### src/rtl/ts_pkg.sv
package ts_pkg;

   typedef enum logic [3:0] {
      OP_ACCESS  = 4'd0,
      OP_PRESENT = 4'd1,
      OP_AVAIL   = 4'd2,
      OP_ALLOC   = 4'd3,
      OP_DEALLOC = 4'd4,
      OP_GETPERM = 4'd5,
      OP_SETPERM = 4'd6,
      OP_PROBE   = 4'd7,
      OP_TOUCH   = 4'd8,
      OP_RDBYTE  = 4'd9,
      OP_WRBYTE  = 4'd10
   } ts_op_e;

   typedef enum logic [1:0] {
      PERM_NONE = 2'd0,
      PERM_RSVD = 2'd1,
      PERM_RO   = 2'd2,
      PERM_RW   = 2'd3
   } ts_perm_e;

   typedef enum logic [1:0] {
      REQ_LOAD  = 2'd0,
      REQ_FETCH = 2'd1,
      REQ_STORE = 2'd2
   } ts_req_e;

endpackage

### src/rtl/ts_lookup.sv
module ts_lookup #(
   parameter int WAYS   = 4,
   parameter int LINE_W = 12,
   parameter int WAY_W  = 2
) (
   input  logic [WAYS-1:0][LINE_W-1:0] tags,
   input  logic [WAYS-1:0][1:0]        perms,
   input  logic [LINE_W-1:0]           line,
   output logic                        hit,
   output logic [WAY_W-1:0]            hit_way,
   output logic                        addr_any,
   output logic                        free_any,
   output logic [WAY_W-1:0]            free_way
);
   import ts_pkg::*;

   logic [WAYS-1:0] addr_eq;
   logic [WAYS-1:0] live_eq;
   logic [WAYS-1:0] empty;

   for (genvar w = 0; w < WAYS; w++) begin : g_way
      assign addr_eq[w] = (tags[w] == line);
      assign empty[w]   = (perms[w] == PERM_NONE);
      assign live_eq[w] = addr_eq[w] && !empty[w];
   end

   assign hit      = |live_eq;
   assign addr_any = |addr_eq;
   assign free_any = |empty;

   // scan downward so the lowest index wins
   always_comb begin
      hit_way  = '0;
      free_way = '0;
      for (int w = WAYS - 1; w >= 0; w--) begin
         if (live_eq[w]) hit_way  = WAY_W'(w);
         if (empty[w])   free_way = WAY_W'(w);
      end
   end

endmodule

### src/rtl/ts_lru.sv
module ts_lru #(
   parameter int SETS  = 4,
   parameter int WAYS  = 4,
   parameter int SET_W = 2,
   parameter int WAY_W = 2
) (
   input  logic             clk,
   input  logic             rst_n,
   input  logic             touch_en,
   input  logic [SET_W-1:0] touch_set,
   input  logic [WAY_W-1:0] touch_way,
   input  logic [SET_W-1:0] q_set,
   output logic [WAY_W-1:0] victim_way
);

   logic [SETS-1:0][WAYS-1:0][WAY_W-1:0] age_q;
   logic [WAY_W-1:0]                     ref_age;

   assign ref_age = age_q[touch_set][touch_way];

   always_ff @(posedge clk) begin
      if (!rst_n) begin
         for (int s = 0; s < SETS; s++)
            for (int w = 0; w < WAYS; w++)
               age_q[s][w] <= WAY_W'(w);
      end else if (touch_en) begin
         for (int w = 0; w < WAYS; w++) begin
            if (WAY_W'(w) == touch_way)
               age_q[touch_set][w] <= '0;
            else if (age_q[touch_set][w] < ref_age)
               age_q[touch_set][w] <= age_q[touch_set][w] + 1'b1;
         end
      end
   end

   // ages form a permutation, so the maximum is unique
   always_comb begin
      victim_way = '0;
      for (int w = 1; w < WAYS; w++)
         if (age_q[q_set][w] > age_q[q_set][victim_way])
            victim_way = WAY_W'(w);
   end

endmodule

### src/rtl/ts_data.sv
module ts_data #(
   parameter int BYTES_TOTAL = 64,
   parameter int BYTES_LINE  = 4,
   parameter int IDX_W       = 6
) (
   input  logic             clk,
   input  logic             wr_en,
   input  logic [IDX_W-1:0] wr_idx,
   input  logic [7:0]       wr_byte,
   input  logic             clr_en,
   input  logic [IDX_W-1:0] clr_base,
   input  logic [IDX_W-1:0] rd_idx,
   output logic [7:0]       rd_byte
);

   logic [7:0] mem_q [BYTES_TOTAL];

   always_ff @(posedge clk) begin
      if (clr_en) begin
         for (int b = 0; b < BYTES_LINE; b++)
            mem_q[clr_base + IDX_W'(b)] <= 8'h00;
      end else if (wr_en) begin
         mem_q[wr_idx] <= wr_byte;
      end
   end

   assign rd_byte = mem_q[rd_idx];

endmodule

### src/rtl/perm_tag_store.sv
module perm_tag_store #(
   parameter int SET_BITS = 2,
   parameter int WAYS     = 4,
   parameter int LINE_W   = 12,
   parameter int OFF_BITS = 2,
   localparam int WAY_W   = (WAYS > 1) ? $clog2(WAYS) : 1,
   localparam int ADDR_W  = LINE_W + OFF_BITS
) (
   input  logic              clk,
   input  logic              rst_n,
   input  logic              cmd_valid,
   input  logic [3:0]        cmd_op,
   input  logic [ADDR_W-1:0] cmd_addr,
   input  logic [1:0]        cmd_req,
   input  logic [1:0]        cmd_perm,
   input  logic [7:0]        cmd_wdata,
   output logic              rsp_valid,
   output logic              rsp_hit,
   output logic              rsp_err,
   output logic [WAY_W-1:0]  rsp_way,
   output logic [1:0]        rsp_perm,
   output logic [LINE_W-1:0] rsp_victim,
   output logic [7:0]        rsp_rdata
);
   import ts_pkg::*;

   localparam int SETS   = 1 << SET_BITS;
   localparam int BYTES  = 1 << OFF_BITS;
   localparam int TOTAL  = SETS * WAYS * BYTES;
   localparam int IDX_W  = SET_BITS + WAY_W + OFF_BITS;

   if (SET_BITS < 1 || SET_BITS >= LINE_W) begin : g_bad_sets
      $error("SET_BITS must lie in 1..LINE_W-1");
   end
   if (WAYS < 2 || (WAYS & (WAYS - 1)) != 0) begin : g_bad_ways
      $error("WAYS must be a power of two of at least 2");
   end
   if (OFF_BITS < 1) begin : g_bad_off
      $error("OFF_BITS must be at least 1");
   end

   // request decode
   ts_op_e              op;
   logic [LINE_W-1:0]   line;
   logic [SET_BITS-1:0] set_idx;
   logic [OFF_BITS-1:0] byte_off;

   assign op       = ts_op_e'(cmd_op);
   assign line     = cmd_addr[ADDR_W-1:OFF_BITS];
   assign set_idx  = line[SET_BITS-1:0];
   // address minus its line-aligned base is the low field
   assign byte_off = cmd_addr[OFF_BITS-1:0];

   // tag and permission state
   logic [SETS-1:0][WAYS-1:0][LINE_W-1:0] tag_q;
   logic [SETS-1:0][WAYS-1:0][1:0]        perm_q;

   logic             lk_hit;
   logic [WAY_W-1:0] lk_way;
   logic             lk_addr_any;
   logic             lk_free_any;
   logic [WAY_W-1:0] lk_free_way;

   ts_lookup #(.WAYS(WAYS), .LINE_W(LINE_W), .WAY_W(WAY_W)) u_lookup (
      .tags     (tag_q[set_idx]),
      .perms    (perm_q[set_idx]),
      .line     (line),
      .hit      (lk_hit),
      .hit_way  (lk_way),
      .addr_any (lk_addr_any),
      .free_any (lk_free_any),
      .free_way (lk_free_way)
   );

   // command qualification
   logic     needs_line;
   logic     err_c;
   logic     go;
   ts_perm_e hit_perm;
   logic     access_ok;

   always_comb begin
      needs_line = 1'b0;
      case (op)
         OP_DEALLOC, OP_GETPERM, OP_SETPERM,
         OP_TOUCH, OP_RDBYTE, OP_WRBYTE: needs_line = 1'b1;
         default:                        needs_line = 1'b0;
      endcase
   end

   assign err_c     = cmd_valid && ((needs_line && !lk_hit) ||
                                    (op == OP_ALLOC && !lk_free_any));
   assign go        = cmd_valid && !err_c;
   assign hit_perm  = lk_hit ? ts_perm_e'(perm_q[set_idx][lk_way]) : PERM_NONE;
   assign access_ok = (hit_perm == PERM_RW) ||
                      (hit_perm == PERM_RO && ts_req_e'(cmd_req) != REQ_STORE);

   // replacement state
   logic             touch_en;
   logic [WAY_W-1:0] touch_way;
   logic [WAY_W-1:0] victim_way;

   assign touch_en  = go && ((op == OP_ACCESS && lk_hit) ||
                             op == OP_TOUCH || op == OP_ALLOC);
   assign touch_way = (op == OP_ALLOC) ? lk_free_way : lk_way;

   ts_lru #(.SETS(SETS), .WAYS(WAYS), .SET_W(SET_BITS), .WAY_W(WAY_W)) u_lru (
      .clk        (clk),
      .rst_n      (rst_n),
      .touch_en   (touch_en),
      .touch_set  (set_idx),
      .touch_way  (touch_way),
      .q_set      (set_idx),
      .victim_way (victim_way)
   );

   // line data
   logic [7:0]       rd_byte;
   logic [IDX_W-1:0] byte_idx;
   logic [IDX_W-1:0] clr_base;

   assign byte_idx = {set_idx, lk_way, byte_off};
   assign clr_base = {set_idx, lk_free_way, {OFF_BITS{1'b0}}};

   ts_data #(.BYTES_TOTAL(TOTAL), .BYTES_LINE(BYTES), .IDX_W(IDX_W)) u_data (
      .clk      (clk),
      .wr_en    (go && op == OP_WRBYTE),
      .wr_idx   (byte_idx),
      .wr_byte  (cmd_wdata),
      .clr_en   (go && op == OP_ALLOC),
      .clr_base (clr_base),
      .rd_idx   (byte_idx),
      .rd_byte  (rd_byte)
   );

   // tag and permission update
   always_ff @(posedge clk) begin
      if (!rst_n) begin
         tag_q  <= '0;
         perm_q <= {SETS*WAYS{PERM_NONE}};
      end else if (go) begin
         case (op)
            OP_ALLOC: begin
               tag_q[set_idx][lk_free_way]  <= line;
               perm_q[set_idx][lk_free_way] <= PERM_RSVD;
            end
            OP_DEALLOC: perm_q[set_idx][lk_way] <= PERM_NONE;
            OP_SETPERM: perm_q[set_idx][lk_way] <= cmd_perm;
            default: ;
         endcase
      end
   end

   // response register
   logic             hit_c;
   logic [WAY_W-1:0] way_c;

   always_comb begin
      case (op)
         OP_ACCESS: hit_c = lk_hit && access_ok;
         OP_AVAIL:  hit_c = lk_addr_any || lk_free_any;
         OP_ALLOC:  hit_c = !err_c;
         OP_PROBE:  hit_c = 1'b1;
         default:   hit_c = lk_hit;
      endcase
      case (op)
         OP_ALLOC: way_c = lk_free_way;
         OP_PROBE: way_c = victim_way;
         default:  way_c = lk_way;
      endcase
   end

   always_ff @(posedge clk) begin
      if (!rst_n) begin
         rsp_valid  <= 1'b0;
         rsp_hit    <= 1'b0;
         rsp_err    <= 1'b0;
         rsp_way    <= '0;
         rsp_perm   <= PERM_NONE;
         rsp_victim <= '0;
         rsp_rdata  <= '0;
      end else begin
         rsp_valid  <= cmd_valid;
         rsp_hit    <= cmd_valid && !err_c && hit_c;
         rsp_err    <= err_c;
         rsp_way    <= way_c;
         rsp_perm   <= (op == OP_ALLOC) ? PERM_RSVD : hit_perm;
         rsp_victim <= tag_q[set_idx][victim_way];
         rsp_rdata  <= rd_byte;
      end
   end

endmodule

### config.mk
export PLATFORM = sky130hd
export DESIGN_NAME = perm_tag_store
export DESIGN_NICKNAME = d
export VERILOG_FILES = /design/src/rtl/ts_pkg.sv /design/src/rtl/ts_lookup.sv /design/src/rtl/ts_lru.sv /design/src/rtl/ts_data.sv /design/src/rtl/perm_tag_store.sv
export SDC_FILE = /design/constraint.sdc
export NUM_CORES = 2
export LEC_CHECK = 0
export BUFFER_PORTS_ARGS = -buffer_cell sky130_fd_sc_hd__buf_2
export CAP_MARGIN = 20
export CELL_PAD_IN_SITES_DETAIL_PLACEMENT = 0
export CELL_PAD_IN_SITES_GLOBAL_PLACEMENT = 1
export CORE_AREA = 3 3 256 359
export CTS_BUF_LIST = sky130_fd_sc_hd__clkbuf_8
export CTS_CLUSTER_SIZE = 16
export DETAILED_ROUTE_END_ITERATION = 12
export DIE_AREA = 0 0 259 362
export PLACE_DENSITY_LB_ADDON = 0.1
export SYNTH_ARGS = -nofsm -noshare
export SYNTH_HDL_FRONTEND = slang
export SYNTH_HIERARCHICAL = 1
export SYNTH_SLANG_ARGS = --single-unit
### constraint.sdc
create_clock -name clk -period 7.6 [get_ports clk]
set_input_delay 1.14 -clock clk [delete_from_list [all_inputs] [get_ports clk]]
set_output_delay 1.14 -clock clk [all_outputs]
set_load 0.02 [all_outputs]
# Word level (Yosys, flattened, before mapping)
# Memories as Yosys holds them, arrays and structs flattened. A register that Yosys moved wholly into a read port is not among the register bits.
# Index checks and enable logic that the tools add are counted.
totals:
  elab_cells: 241
  regBits: 275
  n_memories: 1
  out_inout_bits: 27
  inputBits: 33
  ram_bits: 512
memory_table:
  columns: ["memory", "depth", "word_bits", "read_ports", "rd_clocked_by_memory_dff", "wr", "line_no", "source"]
  rows:
  - ["u_data.mem_q", 64, 8, 1, 1, 4, "ts_data.sv:16", "logic [7:0] mem_q [BYTES_TOTAL];"]
op_classes:
  n_addsub: 7
  order_cmp: 17
  n_bitwise: 14
  muxes: 82
  reduce_logical: 46
  eq_ne: 19
op_table:
  columns: ["cell", "count"]
  rows:
  - ["$mux W32", 14]
  - ["$bwmux W192", 1]
  - ["$and A32 B32 Y32", 5]
  - ["$bwmux W32", 5]
  - ["$not A32 Y32", 5]
  - ["$bmux W48 S2", 1]
  - ["$demux W48 S2", 1]
  - ["$demux W8 S2", 6]
  - ["$mux W48", 2]
  - ["$pmux W32 S3", 1]
  - ["$eq A12 B12 Y1", 4]
  - ["$mux W8", 6]
  - ["$mux W2", 19]
  - ["$bmux W8 S2", 2]
  - ["$bmux W12 S2", 1]
  - ["$demux W12 S2", 1]
  - ["$mux W12", 2]
  - ["$logic_and A1 B1 Y1", 18]
  - ["$lt A2 B3 Y1 const B", 6]
  - ["$and A16 B16 Y16", 1]
  - ["$bmux W2 S2", 4]
  - ["$eq A4 B3 Y1 const B", 4]
  - ["$not A16 Y16", 1]
  - ["$or A16 B16 Y16", 1]
  - ["30 further kinds", 74]

# Depth between registers and ports, before layout
logic_depth:
  depth_word: 30
  ltp_mapped: 22

# Modules after synthesis
# Netlist, hierarchy kept.
modules_own_cells:
  columns: ["module", "area_each_um2", "n_inst", "cells_each", "seq_area_each_um2"]
  rows:
  - ["ts_data", 25567.0, 1, 2392, 10249.8]
  - ["perm_tag_store", 11133.2, 1, 1118, 5024.8]
  - ["ts_lru", 2503.7, 1, 267, 640.6]
  - ["ts_lookup", 676.9, 1, 86, 0.0]

# Least setup slack after synthesis
# Ideal clock, no wire load.
synth_timing:
  path_type: "input port to flip-flop"
  startpoint: "input port cmd_addr[2]"
  endpoint: "memory u_data.mem_q[47][0]"
  setup_time_ns: 0.137
  required_ns: 7.463
  arrival_time_ns: 5.745
  path_slack_ns: 1.718
  stages: 21
  n_path_buf: 6
  path_cell_list: "buf_6 -> buf_6 -> buf_2 -> mux4_2 -> xor2_1 -> nor4_1 -> nand3_1 -> o22ai_1 -> nand2b_1 -> a21o_1 -> o22a_1 -> nand2_1 -> nor4bb_1 -> nor2b_1 -> buf_4 -> buf_6 -> mux2i_2 -> buf_2 -> nand4_1 -> mux2i_1 -> nor2_1"
synth_rtl:
  columns: ["element", "line_no", "source"]
  rows:
  - ["start, declared", "perm_tag_store.sv:13", "input logic [ADDR_W-1:0] cmd_addr,"]
  - ["end, declared", "ts_data.sv:16", null]

==> flow_results.org <==
** Run status
- The run finished, with violations left.
- The checks that failed: slew limit.

** Logic synthesis
- Yosys synthesis warning count :: 6
- Of all flip-flops after synthesis, the portion carrying an async set or reset was 0%.
- Yosys cell types :: 95
- Each instance of the synthesized netlist takes up on average 10.3 sq um.
- Compound-gate portion of the synthesized area :: around 8.7%
- Of the total synthesized cell area, the portion taken by AND, OR, NAND and NOR gates is 17.7%.
- Number of enable-type register cells in the synthesized netlist :: 0
- After Yosys synthesis, full adders, half adders and majority gates account for less than 1% of the synthesized area.
- Post-Syn Area :: 0.0399 sq mm
- XOR/XNOR Fraction of Synth Area :: 1.31%
- Largest family of logic cells by synthesized area :: multiplexers
- The cell count after synthesis came out at 3,863.
- Register bit count reported by yosys :: 795
- For this run, the register share of the synthesized area comes to 39.9%.
- The portion of synthesized area spent on multiplexers is 28.4%.
- The most used flip-flop cell after synthesis is sky130_fd_sc_hd__dfxtp_1.

** Hold path
- The worst hold path begins at tag_q[85].
- Hold Crit Class :: reg2reg

** Power
- VDD sags by at most roughly 0.17 mV.
- Final Power :: 8.42 mW
- The analysis attributes to cell leakage a power of 18.0 nW.
- Power density over the cells :: about 190 mW/mm^2

** Timing
- Max Fclk :: about 150 MHz
- The final hold violation count was 0.
- Tcrit/Tclk final :: 86.1%
- The number of max-slew violations in the final report came to 18.
- Unrepaired setup endpoints after global routing :: no
- Setup violations remaining at the end of the flow were counted as 0.
- Clock period minus worst slack :: 6540 ps
- Clk_skew :: 46.0 ps
- In this run the tightest slew margin relative to its limit is -16.4%.
- Transition at the pin with the smallest max-transition slack :: 1730 ps
- Setup_tns :: 0 ps

** Worst setup path
- STA puts the critical path data required time at 8270 ps.
- STA classifies the critical path startpoint as an input port.
- Worst setup startpoint :: cmd_addr[3]
- Data arrival at the endpoint of the critical path :: 7210 ps
- In this run the critical register-to-register path is launched from tag_q[53].
- Endpoint type of the worst setup path :: register
- The critical path in this run is classified as in2reg.
- In this run the worst path has a maximum fanout of 41.

** Routing
- Count of routing violations after the opening detailed-route iteration :: 2,252
- Vias after detailed routing :: around 31k
- Using the TritonRoute via totals, the vias-per-cell ratio works out to 6.05.
- DRC errors left :: 0
- Wire length after detailed routing :: 133 mm
- In this run the remaining antenna-violating nets after routing total 0.
- Before antenna repair, the detailed router went through 5 iterations.
- After detailed routing, the average wire length per cell comes to 25.5 microns.

** Placed design
- GPL Wtd Cong :: just over 0.9
- HPWL reported at the end of detailed placement :: 93.2 mm
- Buffers added on ports :: about 60

** Global route
- Initial antenna violation count :: 2
- Wire length of the first global-routing pass :: 202 mm
- Entering global routing, the biggest net connects 175 pins.
- The total overflow left after global routing is 0.
- Global routing consumed, over all layers together, between 20 and 30% of the routing resources.
- The via count of the first global-routing pass was approximately 32k.

** Die
- Die Ht :: 362 microns
- After floorplanning, the core was sized to cover 0.0886 sq mm.
- Area of the die :: 0.0938 sq mm
- Starting Density :: between 40% and 50%
- Measured along the x axis, the die boundary spans about 260 microns.
- Number of ports placed on the die boundary :: 60
- Number of placement rows :: 129

** Finish
- Total area of multi-input combinational cells :: 0.0227 sq mm
- For this run, the share of the core covered by cells in the final layout is 50.0%.
- Cells with a size suffix above 1 make up 18.3% of the layout.
- Number of fill cells in the layout :: 8,144
- In the layout the commonest cells are 795 x sky130_fd_sc_hd__dfxtp_1, 620 x sky130_fd_sc_hd__mux2i_1, 399 x sky130_fd_sc_hd__nor2_1.
- Final Net Count :: 3,972
- Synthesis-to-finish area growth :: 11.1%
- Most frequent standard cell in the layout excluding fill and tap cells :: sky130_fd_sc_hd__dfxtp_1
- Summing all flip-flop and latch instances after layout gives 0.0159 sq mm.

** Clock network
- For the worst-skew pair, the clock arrives at the later sink with an insertion delay of 850 ps.
- H-tree depth reported by CTS :: 4
- Total clock sinks :: 795
- Number of buffers created by CTS :: 133
- Once the clock tree was built, the setup fixing pass inserted 0 buffers.
- Hold buffers post-CTS :: 0
- Clock tree from TritonCTS :: yes
- The tree is rooted in a sky130_fd_sc_hd__clkbuf_8.
- Max clock buf depth :: 3
- Clock slew at reported path FFs :: ~60 ps
- Number of cells upsized or downsized after cts :: 0

** Run
- The tool flagged a number of max-cap violations equal to 0.
[registers in the layout, summed over array words and instances, names as in the netlist]
register and cells:
u_lru/age_q 32, rsp_perm 2, tag_q 192, rsp_valid 1, perm_q 32, rsp_victim 12
rsp_hit 1, u_data/mem_q 512, rsp_rdata 8, rsp_err 1, rsp_way 2
[area by class of cell]
cell class | instances | area share (%)
well taps | 1179 | 3.33
multi-input cells | 2779 | 51.2
diodes | 2 | 0.0113
flip-flops and latches | 795 | 35.9
inverters | 25 | 0.212
repair buffers | 192 | 3.37
clock buffers | 156 | 4.85
clock inverters | 73 | 1.10
[per-layer routing]
metal | vias up | global-route usage, % | wire length [microns]
li1 | 14302 | - | -
met1 | 15872 | 33.1 | 52600
met2 | 1001 | 49.6 | 67200
met3 | 267 | 4.23 | 6220
met4 | 0 | 14.1 | 6760
met5 | - | 0 | 0
[power by group]
| part | total [mW] | switching, mW | internal (mW) |
|---|---|---|---|
| combinational | 0.422 | 0.292 | 0.129 |
| clock | 3.82 | 1.81 | 2.02 |
| sequential | 4.18 | 0.00277 | 4.17 |
[worst max-delay path, stage by stage]
cell and delay (ps):
sky130_fd_sc_hd__buf_6 450, sky130_fd_sc_hd__mux4_2 640, sky130_fd_sc_hd__xor2_1 170, sky130_fd_sc_hd__nor4_1 500, sky130_fd_sc_hd__nand3_1 250, sky130_fd_sc_hd__o22ai_1 330, sky130_fd_sc_hd__nand2b_1 340, sky130_fd_sc_hd__a21o_1 190
sky130_fd_sc_hd__o22a_1 270, sky130_fd_sc_hd__nand2_1 110, sky130_fd_sc_hd__nor4bb_1 530, sky130_fd_sc_hd__buf_4 260, sky130_fd_sc_hd__nand2b_1 280, sky130_fd_sc_hd__mux2_4 500, sky130_fd_sc_hd__nor4_4 800, sky130_fd_sc_hd__mux2i_1 320
sky130_fd_sc_hd__a211oi_2 70
[through the flow]
| step | worst slack (ps) | hold WS [ps] | cells | instance area (sq um) |
|---|---|---|---|---|
| 6_report | 1060 | 434 | 5201 | 44300 |
| 4_1_cts | 1020 | 436 | 5196 | 44300 |
| 3_3_place_gp | 234 | 420 | 4962 | 41600 |
| 3_5_place_dp | 77.8 | 427 | 4967 | 41600 |
| 5_1_grt | 686 | 467 | 5201 | 44300 |
| 2_1_floorplan | 1720 | 406 | 3877 | 39900 |
[cell usage after synthesis (9+ instances only)]
cell	count	area (sq um)
sky130_fd_sc_hd__mux4_2	220	4950
sky130_fd_sc_hd__o211ai_1	19	143
sky130_fd_sc_hd__o31ai_1	9	67.6
sky130_fd_sc_hd__or3_1	17	106
sky130_fd_sc_hd__buf_1	14	52.6
sky130_fd_sc_hd__a21boi_0	101	758
sky130_fd_sc_hd__o221ai_1	40	350
sky130_fd_sc_hd__xor2_1	30	263
sky130_fd_sc_hd__inv_1	20	75.1
sky130_fd_sc_hd__nand4_1	36	225
sky130_fd_sc_hd__nand3_1	84	420
sky130_fd_sc_hd__nand2b_1	17	106
sky130_fd_sc_hd__nor2_1	402	1510
sky130_fd_sc_hd__nor2b_1	70	438
sky130_fd_sc_hd__xnor2_1	28	245
sky130_fd_sc_hd__nor4_4	29	617
sky130_fd_sc_hd__nand2_1	361	1360
sky130_fd_sc_hd__nand4_2	16	200
sky130_fd_sc_hd__a21oi_1	36	180
sky130_fd_sc_hd__buf_6	21	236
sky130_fd_sc_hd__mux2i_1	622	6230
sky130_fd_sc_hd__o21ai_1	12	60.1
sky130_fd_sc_hd__a21boi_1	24	180
sky130_fd_sc_hd__and2_1	44	275
sky130_fd_sc_hd__o22ai_1	34	213
sky130_fd_sc_hd__nor3_1	206	1030
sky130_fd_sc_hd__and3_1	25	156
sky130_fd_sc_hd__o221a_2	16	180
sky130_fd_sc_hd__ha_1	13	163
sky130_fd_sc_hd__o21ai_0	63	315
sky130_fd_sc_hd__nor4_1	11	68.8
sky130_fd_sc_hd__clkbuf_1	165	619
sky130_fd_sc_hd__dfxtp_1	795	15900
sky130_fd_sc_hd__buf_4	14	105
sky130_fd_sc_hd__a211oi_1	9	67.6
sky130_fd_sc_hd__o21a_1	18	135
sky130_fd_sc_hd__buf_2	64	320
sky130_fd_sc_hd__o2111ai_1	10	87.6
[cells by family (layout without fill, tap and decap cells)]
| family | count (synthesis) | in the layout |
|---|---|---|
| AOI/OAI and AO/OA | 464 | 464 |
| xor gates and xnor gates | 59 | 59 |
| adders and majority gates | 13 | 13 |
| buffers and inverters | 303 | 446 |
| DFF | 795 | 795 |
| muxes | 850 | 850 |
| other | 1 | 17 |
| and+or+nand+nor | 1378 | 1378 |
[final timing paths]
check | to | slack (ps) | cells past startpoint
setup reg to reg | u_data/mem_q[2][1] | 1660 | 16
hold reg to reg | tag_q[85] | 430 | 2
hold / removal | tag_q[85] | 430 | 2
setup / recovery | u_data/mem_q[2][1] | 1060 | 17
Note: power is estimated with default switching activity, not from simulation.
